File: src/rtl/xstat_pkg.sv
package xstat_pkg;
    localparam int STAT_W   = 8;
    localparam int BIT_BRK  = 7;
    localparam int BIT_URUN = 6;
    localparam int BIT_CTS  = 5;
    localparam int BIT_SYNC = 4;
    localparam int NUM_SRC  = 4;

    typedef struct packed {
        logic prev;
        logic lat;
        logic tog;
    } track_t;

    typedef struct packed {
        logic prev;
        logic owe;
    } owe_t;

    typedef struct packed {
        logic irq;
    } top_t;
endpackage

File: src/rtl/xstat_track.sv
module xstat_track
    import xstat_pkg::*;
(
    input  logic clk,
    input  logic rst_n,
    input  logic pin_i,
    input  logic en_i,
    input  logic force0_i,
    input  logic pend_i,
    input  logic rel_i,
    output logic show_o,
    output logic evt_o
);
    track_t r_d, r_q;
    logic   chg_s;
    logic   raw_evt;

    always_comb begin
        r_d      = r_q;
        chg_s    = pin_i ^ r_q.prev;
        r_d.prev = pin_i;
        raw_evt  = 1'b0;
        if (!pend_i) begin
            r_d.lat = pin_i;
            r_d.tog = 1'b0;
            raw_evt = chg_s;
        end else if (rel_i) begin
            r_d.lat = pin_i;
            r_d.tog = 1'b0;
            raw_evt = r_q.tog ^ chg_s;
        end else begin
            r_d.tog = r_q.tog ^ chg_s;
        end
        evt_o  = raw_evt & en_i & ~force0_i;
        show_o = force0_i ? 1'b0 : (en_i ? r_q.lat : pin_i);
    end

    always_ff @(posedge clk or negedge rst_n) begin
        if (!rst_n) r_q <= '0;
        else        r_q <= r_d;
    end
endmodule

File: src/rtl/xstat_edge.sv
module xstat_edge
    import xstat_pkg::*;
#(
    parameter bit BOTH_EDGES = 1'b1,
    parameter bit RST_LVL    = 1'b0
) (
    input  logic clk,
    input  logic rst_n,
    input  logic lvl_i,
    input  logic en_i,
    input  logic pend_i,
    input  logic rel_i,
    output logic evt_o
);
    owe_t r_d, r_q;
    logic chg_s;
    logic hit_s;

    generate
        if (BOTH_EDGES) begin : g_both
            assign chg_s = lvl_i ^ r_q.prev;
        end else begin : g_rise
            assign chg_s = lvl_i & ~r_q.prev;
        end
    endgenerate

    always_comb begin
        r_d      = r_q;
        r_d.prev = lvl_i;
        hit_s    = chg_s & en_i;
        evt_o    = 1'b0;
        if (!pend_i) begin
            evt_o   = hit_s;
            r_d.owe = 1'b0;
        end else if (rel_i) begin
            evt_o   = r_q.owe | hit_s;
            r_d.owe = 1'b0;
        end else begin
            r_d.owe = r_q.owe | hit_s;
        end
    end

    always_ff @(posedge clk or negedge rst_n) begin
        if (!rst_n) begin
            r_q.prev <= RST_LVL;
            r_q.owe  <= 1'b0;
        end else begin
            r_q <= r_d;
        end
    end
endmodule

File: src/rtl/xstat_urun.sv
module xstat_urun (
    input  logic clk,
    input  logic rst_n,
    input  logic tx_en_i,
    input  logic tx_urun_i,
    input  logic abort_i,
    input  logic clr_i,
    output logic urun_o
);
    logic urun_d, urun_q;
    logic set_s;

    always_comb begin
        set_s  = ~tx_en_i | tx_urun_i | abort_i;
        urun_d = urun_q;
        if (set_s)      urun_d = 1'b1;
        else if (clr_i) urun_d = 1'b0;
        urun_o = urun_q;
    end

    always_ff @(posedge clk or negedge rst_n) begin
        if (!rst_n) urun_q <= 1'b1;
        else        urun_q <= urun_d;
    end
endmodule

File: src/rtl/xstat_latch.sv
module xstat_latch
    import xstat_pkg::*;
(
    input  logic              clk,
    input  logic              rst_n,
    input  logic              brk_lvl_i,
    input  logic              tx_en_i,
    input  logic              tx_urun_i,
    input  logic              cts_pin_i,
    input  logic              sync_pin_i,
    input  logic              async_mode_i,
    input  logic              xtal_sel_i,
    input  logic              ie_brk_i,
    input  logic              ie_urun_i,
    input  logic              ie_cts_i,
    input  logic              ie_sync_i,
    input  logic              cmd_es_clr_i,
    input  logic              cmd_urun_clr_i,
    input  logic              cmd_abort_i,
    output logic [STAT_W-1:0] stat_o,
    output logic              irq_o
);
    top_t               s_d, s_q;
    logic               rel_s;
    logic               force0_s;
    logic               urun_s;
    logic               cts_show, sync_show;
    logic [NUM_SRC-1:0] evt_s;

    assign rel_s    = cmd_es_clr_i & s_q.irq;
    assign force0_s = async_mode_i & xtal_sel_i;

    xstat_urun u_urun (
        .clk       (clk),
        .rst_n     (rst_n),
        .tx_en_i   (tx_en_i),
        .tx_urun_i (tx_urun_i),
        .abort_i   (cmd_abort_i),
        .clr_i     (cmd_urun_clr_i),
        .urun_o    (urun_s)
    );

    xstat_edge #(.BOTH_EDGES(1'b1), .RST_LVL(1'b0)) u_brk (
        .clk    (clk),
        .rst_n  (rst_n),
        .lvl_i  (brk_lvl_i),
        .en_i   (ie_brk_i),
        .pend_i (s_q.irq),
        .rel_i  (rel_s),
        .evt_o  (evt_s[3])
    );

    xstat_edge #(.BOTH_EDGES(1'b0), .RST_LVL(1'b1)) u_uedge (
        .clk    (clk),
        .rst_n  (rst_n),
        .lvl_i  (urun_s),
        .en_i   (ie_urun_i),
        .pend_i (s_q.irq),
        .rel_i  (rel_s),
        .evt_o  (evt_s[2])
    );

    xstat_track u_cts (
        .clk      (clk),
        .rst_n    (rst_n),
        .pin_i    (cts_pin_i),
        .en_i     (ie_cts_i),
        .force0_i (1'b0),
        .pend_i   (s_q.irq),
        .rel_i    (rel_s),
        .show_o   (cts_show),
        .evt_o    (evt_s[1])
    );

    xstat_track u_sync (
        .clk      (clk),
        .rst_n    (rst_n),
        .pin_i    (sync_pin_i),
        .en_i     (ie_sync_i),
        .force0_i (force0_s),
        .pend_i   (s_q.irq),
        .rel_i    (rel_s),
        .show_o   (sync_show),
        .evt_o    (evt_s[0])
    );

    always_comb begin
        s_d     = s_q;
        s_d.irq = (s_q.irq & ~rel_s) | (|evt_s);
        stat_o            = '0;
        stat_o[BIT_BRK]   = brk_lvl_i;
        stat_o[BIT_URUN]  = urun_s;
        stat_o[BIT_CTS]   = cts_show;
        stat_o[BIT_SYNC]  = sync_show;
        irq_o             = s_q.irq;
    end

    always_ff @(posedge clk or negedge rst_n) begin
        if (!rst_n) s_q <= '0;
        else        s_q <= s_d;
    end
endmodule

File: config.mk
export PLATFORM = sky130hd
export DESIGN_NAME = xstat_latch
export DESIGN_NICKNAME = d
export VERILOG_FILES = /design/src/rtl/xstat_pkg.sv /design/src/rtl/xstat_track.sv /design/src/rtl/xstat_edge.sv /design/src/rtl/xstat_urun.sv /design/src/rtl/xstat_latch.sv
export SDC_FILE = /design/constraint.sdc
export NUM_CORES = 1
export LEC_CHECK = 0
export BUFFER_PORTS_ARGS = -buffer_cell sky130_fd_sc_hd__buf_2
export CORE_MARGIN = 5
export CORE_UTILIZATION = 37
export DETAILED_ROUTE_END_ITERATION = 8
export PLACE_DENSITY = 0.72
export SLEW_MARGIN = 40
export SYNTH_ARGS = -nofsm -noshare
export SYNTH_HDL_FRONTEND = slang
export SYNTH_SLANG_ARGS = --single-unit
export TNS_END_PERCENT = 50
File: constraint.sdc
create_clock -name clk -period 2.3 [get_ports clk]
set_clock_uncertainty 0.2 [all_clocks]
set_input_delay 0.46 -clock clk [delete_from_list [all_inputs] [get_ports clk]]
set_output_delay 0.46 -clock clk [all_outputs]
set_load 0.01 [all_outputs]
==> reports/metrics.csv, run 1 <==
metric;value;unit
seq_area_frac_synth;48.3;%
die_h;51.2;um
grt_pass1_wl;1800;um
finalWirelength;1060;um
maxCapViolCount;0;
postSynthCellCount;57;
hpwl;867;um
power.density;711;nW/um^2
htreeDepth;1;
initial_utilization;40.2;%
ir_worst_vdd;393;uV
cp.arrival;1.74;ns
drtPass1Iterations;2;
slowest_delay;0.51;ns
outcome;finished, final reports clean;
rsz0062_at_grt;false;
core-area;1560;sq um
cts_tree;built;
power;0.000530;W
n_fill_cell;148;
synth_area;627;sq um
ant_nets;0;
grt_max_degree;13;
dieArea;2620;sq um
crit_path_cell_trace;and3b_2, a2111o_1, o31ai_2, o211ai_1;
min_period;1.79;ns
cts_buffer_depth;2;
critical-path-top-delay-family;compound AO/OA/AOI/OAI gates;
wire_per_inst;11.4;um
ctsRootBufferMaster;clkbuf_4;
clk_latency;0.27;ns
antenna_found_initial;0;
synth_cell_types;24;
yosys_warnings;0;
fin_nets;94;
post-cts-setup-buffers;0;
layout_commonest_cell;buf_2;
cts.clk_slew.worst_paths;0.08;ns
critPathSlowestCell;dfstp_2;
crit_path_start_kind;register;
numClockSinks;12;
cp_max_fo;3;
critPathBufInv;0;
io_pins;25;
critPathCaptureType;register;
vias_per_cell;4.74;
most-common-layout-cells;buf_2 (20), dfrtp_1 (10), nor2_1 (8);
required;2.25;ns
numCtsBuffers;3;
synth_seq_cells;12;
place.gp.congestion;0.710;
portBuffers;20;
drive_gt1_share;44.2;%
finalCritPeriodShare;78.0;%
drt_iter0_drc;3;
p_leak;0.376;nW
finalMaxSlewViolations;0;
fp.dieW;51.2;um
row_count;14;
area_delta_synth_final;18.8;%
grt-ovfl-total;0;
drcViolationCount;0;
num_vias;441;
worstHoldPathType;primary input to register;
path_class;register to register;
num_antenna_cells;0;
grt_pass1_vias;429;
grt_usage;9.24;%
postSynthAreaPerCell;11.0;sq um
fmax;557;MHz
setup_viol;0;
fin_setup_tns;0;ns
finalHoldViolations;0;
## final timing paths
check | start | to | slack (ns) | cells past startpoint
max in group asynchronous | rst_n | u_uedge.r_q[1]$_DFF_PN1_ | 1.24 | 2
setup reg to reg | u_uedge.r_q[1]$_DFF_PN1_ | irq_o$_DFF_PN0_ | 0.51 | 4
min in group asynchronous | rst_n | u_uedge.r_q[0]$_DFF_PN0_ | 0.39 | 2
setup / recovery | u_uedge.r_q[1]$_DFF_PN1_ | irq_o$_DFF_PN0_ | 0.51 | 4
hold reg to reg | u_urun.urun_o$_DFFE_PN1P_ | u_uedge.r_q[1]$_DFF_PN1_ | 0.19 | 0
hold / removal | tx_en_i | u_urun.urun_o$_DFFE_PN1P_ | 0.12 | 2
## layer usage
layer / global-route usage, % / vias up / wire length [um]
li1: - / 222 / -
met1: 10.5 / 202 / 476
met2: 15.5 / 15 / 500
met3: 2.62 / 2 / 76
met4: 5.38 / 0 / 8
met5: 0 / - / 0
## area by class of cell
cell class | instances | area, sq um | share of cell area [%]
well taps | 16 | 20.0 | 2.69
inverters | 2 | 7.51 | 1.01
flip-flops and latches | 12 | 303 | 40.7
clock buffers | 4 | 36.3 | 4.87
multi-input cells | 38 | 268 | 36.0
repair buffers | 21 | 110 | 14.8
## per-stage QoR
step | instance area [sq um] | hold WS, ns | cells | utilization [%] | setup WS, ns
3_5_place_dp | 698 | 0.155 | 88 | 44.8 | 0.434
4_1_cts | 744 | 0.113 | 93 | 47.8 | 0.498
5_1_grt | 744 | 0.111 | 93 | 47.8 | 0.417
2_1_floorplan | 638 | -0.0356 | 60 | - | 0.567
6_report | 744 | 0.121 | 93 | 47.8 | 0.506
3_3_place_gp | 698 | 0.149 | 88 | 44.8 | 0.476
## logic make-up (layout without fill, tap and decap cells)
logic type             after synthesis  after routing  synth area share, %
AO/OA/AOI/OAI                        9              9                 12.6
XOR/XNOR                             4              4                 7.78
buffers and inverters               10             27                 10.8
flip-flops                          12             12                 48.3
multiplexers                         4              4                 6.99
other                                1              4                0.598
AND/OR/NAND/NOR                     17             17                 13.0
## sequential cells by signal, summed over array words and instances (netlist names)
signal and count:
u_sync.r_q 3, irq_o 1, u_uedge.r_q 2, u_urun.urun_o 1, u_brk.r_q 2, u_cts.r_q 3
## report_power, final
group / switching (W) / internal, W / leakage (nW)
clock: 0.0000687 / 0.0000961 / 0.0210
sequential: 0.0000147 / 0.000235 / 0.143
combinational: 0.0000582 / 0.0000570 / 0.212
## synth_stat cells
master	count	area (sq um)
xnor2_1	1	8.76
and3b_2	1	10.0
buf_4	8	60.1
a311o_1	1	10.0
nor2_1	8	30.0
mux2_2	3	33.8
nand2_1	3	11.3
and3_1	1	6.26
o31ai_2	1	12.5
or2_2	1	6.26
nand2b_1	2	12.5
conb_1	1	3.75
mux2i_1	1	10.0
a21bo_2	1	10.0
o211ai_1	1	7.51
inv_1	2	7.51
a21oi_1	3	15.0
dfrtp_1	10	250
a2111o_1	1	11.3
xor2_1	2	17.5
nand3_1	1	5.00
dfstp_2	2	52.6
o211ai_2	1	12.5
xnor3_1	1	22.5
## what timing repair did
action / CTS / global route
gates resized for setup: 0 / 0
endpoints found under the hold margin: 10 / 0
hold buffers: 1 / 0
Note: power is estimated with default switching activity, not from simulation.
==> run 2, diff against run 1 <==
--- a/config.mk
+++ b/config.mk
@@ -5,6 +5,7 @@
 export SDC_FILE = /design/constraint.sdc
 export NUM_CORES = 1
 export LEC_CHECK = 0
+export ABC_AREA = 1
 export BUFFER_PORTS_ARGS = -buffer_cell sky130_fd_sc_hd__buf_2
 export CORE_MARGIN = 5
 export CORE_UTILIZATION = 37
==> constraint.sdc (replaced) <==
create_clock -name clk -period 1.8 [get_ports clk]
set_clock_uncertainty 0.2 [all_clocks]
set_input_delay 0.36 -clock clk [delete_from_list [all_inputs] [get_ports clk]]
set_output_delay 0.36 -clock clk [all_outputs]
set_load 0.01 [all_outputs]
==> run 2 against run 1 <==
Effect of this change: area after synthesis is 1.4% lower; cell area fell by 1.2%; synthesized cell count increased by 33%; power increased by 24%; sequential share of layout area grew 0.48 points; sequential cell count stayed put.
==> reports/metrics.csv, run 2 <==
metric;value;unit;change
portBuffers;20;;unchanged
area_delta_synth_final;19.0;%;was 18.8%
core-area;1540;sq um;was 1560 sq um
drive_gt1_share;30.2;%;was 44.2%
synth_area;618;sq um;was 627 sq um
n_fill_cell;155;;was 148
ir_worst_vdd;475;uV;was 393 uV
synth-edff-count;0;;unchanged
antenna_found_initial;0;;unchanged
synth_cell_types;19;;was 24
reg_top3;u_cts.r_q x3, u_sync.r_q x3;;unchanged
critPathBufInv;1;;was 0
fp.dieW;50.9;um;was 51.2 um
drtPass1Iterations;2;;unchanged
num_antenna_cells;0;;unchanged
htreeDepth;1;;unchanged
yosysMostFrequentCell;nand2_1;;was dfrtp_1
num_vias;517;;was 441
synth_area_leaders;dfrtp_1 (40%), nand2_1 (10%), buf_4 (9.7%);;was dfrtp_1 (40%), buf_4 (9.6%), dfstp_2 (8.4%)
postSynthAreaPerCell;8.13;sq um;was 11.0 sq um
drt_iter0_drc;3;;unchanged
numCtsBuffers;3;;unchanged
io_pins;25;;unchanged
clk_latency;0.26;ns;was 0.27 ns
seq_area_frac_synth;49.0;%;was 48.3%
grt_pass1_vias;488;;was 429
wire_per_inst;10.5;um;was 11.4 um
cts-resized-gates;0;;unchanged
cp.arrival;0.95;ns;was 1.74 ns
worstHoldPathType;primary input to register;;unchanged
ys.flop_type;dfrtp_1;;unchanged
synth_commonest_cells;nand2_1 (17), dfrtp_1 (10), buf_4 (8), inv_1 (8), nor2_1 (7);;was dfrtp_1 (10), buf_4 (8), nor2_1 (8)
finalWirelength;1180;um;was 1060 um
yosys_warnings;0;;unchanged
most-common-layout-cells;buf_2 (20), nand2_1 (17), dfrtp_1 (10);;was buf_2 (20), dfrtp_1 (10), nor2_1 (8)
required;1.24;ns;was 2.25 ns
cts.clk_slew.worst_paths;0.08;ns;about the same
cts_buffer_depth;2;;unchanged
netSwitchingFraction;27.8;%;was 26.7%
power.density;895;nW/um^2;was 711 nW/um^2
setup_viol;0;;unchanged
rsz0062_at_grt;false;;unchanged
outcome;finished, final reports clean;;unchanged
ant_nets;0;;unchanged
critPathSlowestCell;dfstp_2;;unchanged
numClockSinks;12;;unchanged
critical-path-top-delay-family;flip-flops;;was compound AO/OA/AOI/OAI gates
pwr-share-seq;48.3;%;was 47.1%
dieArea;2590;sq um;was 2620 sq um
pre_cts_slack;0.372;ns;was 0.434 ns
place.gp.congestion;0.700;;was 0.710
ctsRootBufferMaster;clkbuf_4;;unchanged
grt_usage;9.46;%;was 9.24%
p_int;0.000476;W;was 0.000388 W
p_clk_share;31.8;%;was 31.1%
postSynthCellCount;76;;was 57
cp_max_fo;4;;was 3
hpwl;986;um;was 867 um
grt_max_degree;13;;unchanged
min_period;1.51;ns;
layout_commonest_cell;buf_2;;unchanged
fin_nets;113;;was 94
fin_setup_tns;0;ns;unchanged
synthDominantCellAreaShare;40.5;%;was 39.9%
vias_per_cell;4.62;;was 4.74
row_count;14;;unchanged
drcViolationCount;0;;unchanged
finalCritPeriodShare;84.1;%;
setup_slack;0.287;ns;was 0.506 ns
slowest_delay;0.56;ns;was 0.51 ns
die_h;50.9;um;was 51.2 um
crit_path_start_kind;register;;unchanged
critPathCaptureType;primary output;;was register
cts_tree;built;;unchanged
grt-ovfl-total;0;;unchanged
p_sw;0.000183;W;was 0.000142 W
grt_pass1_wl;1910;um;was 1800 um
initial_utilization;40.1;%;was 40.2%
synth_seq_cells;12;;unchanged
power_frac_comb;19.9;%;was 21.7%
finalMaxSlewViolations;0;;unchanged
maxCapViolCount;0;;unchanged
path_class;register to primary output;;was register to register
ys_async_sr_fraction;100;%;unchanged
yosysTopAreaCell;dfrtp_1;;unchanged
crit_path_cell_trace;buf_2;;was and3b_2, a2111o_1, o31ai_2, o211ai_1
final_util;47.7;%;was 47.8%
finalHoldViolations;0;;unchanged
p_leak;0.402;nW;was 0.376 nW
fmax;661;MHz;
-- run 2: cell count changes after synthesis, moves of 2 or more --
cell,previous run,this run
inv_1,2,8
mux2_2,3,0
nand2_1,3,17
nand2b_1,2,0
nand3_1,1,5
o21ai_0,0,5
-- run 2: path summary, 6_finish.rpt --
| kind | start | to | slack (ns) | cells after the start |
|---|---|---|---|---|
| worst max-delay path | u_urun.urun_o$_DFFE_PN1P_ | stat_o[6] | 0.29 | 1 |
| worst max register to register | u_urun.urun_o$_DFFE_PN1P_ | irq_o$_DFF_PN0_ | 0.58 | 4 |
| worst min register to register | u_urun.urun_o$_DFFE_PN1P_ | u_uedge.r_q[1]$_DFF_PN1_ | 0.19 | 0 |
| max in group asynchronous | rst_n | u_urun.urun_o$_DFFE_PN1P_ | 0.84 | 2 |
| worst min-delay path | cts_pin_i | u_cts.r_q[2]$_DFF_PN0_ | 0.03 | 1 |
| min in group asynchronous | rst_n | u_sync.r_q[1]$_DFFE_PN0N_ | 0.29 | 2 |
-- run 2: what timing repair did --
item | in CTS | in global routing
buffers inserted | 0 | 0
endpoints found under the hold margin | 10 | 0
hold buffers | 1 | 0
-- run 2: area by class of cell --
cell class	instances	area (sq um)	area share [%]
clock buffer	4	36.3	4.93
inverter	9	33.8	4.59
tap	16	20.0	2.72
sequential	12	303	41.2
timing repair buffer	21	110	15.0
multi-input combinational	50	233	31.6
-- run 2: metrics by stage --
step / total power [W] / cell area [sq um] / hold slack [ns] / cells
floorplan: 0.000414 / 629 / -0.136 / 79
global placement: 0.000446 / 689 / 0.0477 / 107
detailed placement: 0.000454 / 689 / 0.0504 / 107
CTS: 0.000668 / 736 / 0.0215 / 112
global route: 0.000702 / 736 / 0.0193 / 112
finish: 0.000658 / 736 / 0.0279 / 112
-- run 2: cell families after synthesis --
family	count (synthesis)	synth area share, %
and+or+nand+nor	36	26.5
xor gates and xnor gates	1	1.42
AOI/OAI and AO/OA	9	7.29
buffers and inverters	17	15.2
other	1	0.607
DFF	12	49.0
-- run 2: metal layers --
layer	global-route usage [%]	vias up	routed length (um)
met5	0	-	0
met4	4.68	0	17
met2	15.5	18	559
met1	11.7	228	502
met3	2.03	2	97
li1	-	269	-
-- run 2: power groups by stage --
stage	registers [W]	logic [W]	clock network, W
after floorplan	0.000322	0.0000913	0
after global placement	0.000322	0.000124	0
after detailed placement	0.000324	0.000130	0
after CTS	0.000319	0.000133	0.000217
after global routing	0.000322	0.000150	0.000230
final	0.000318	0.000131	0.000209
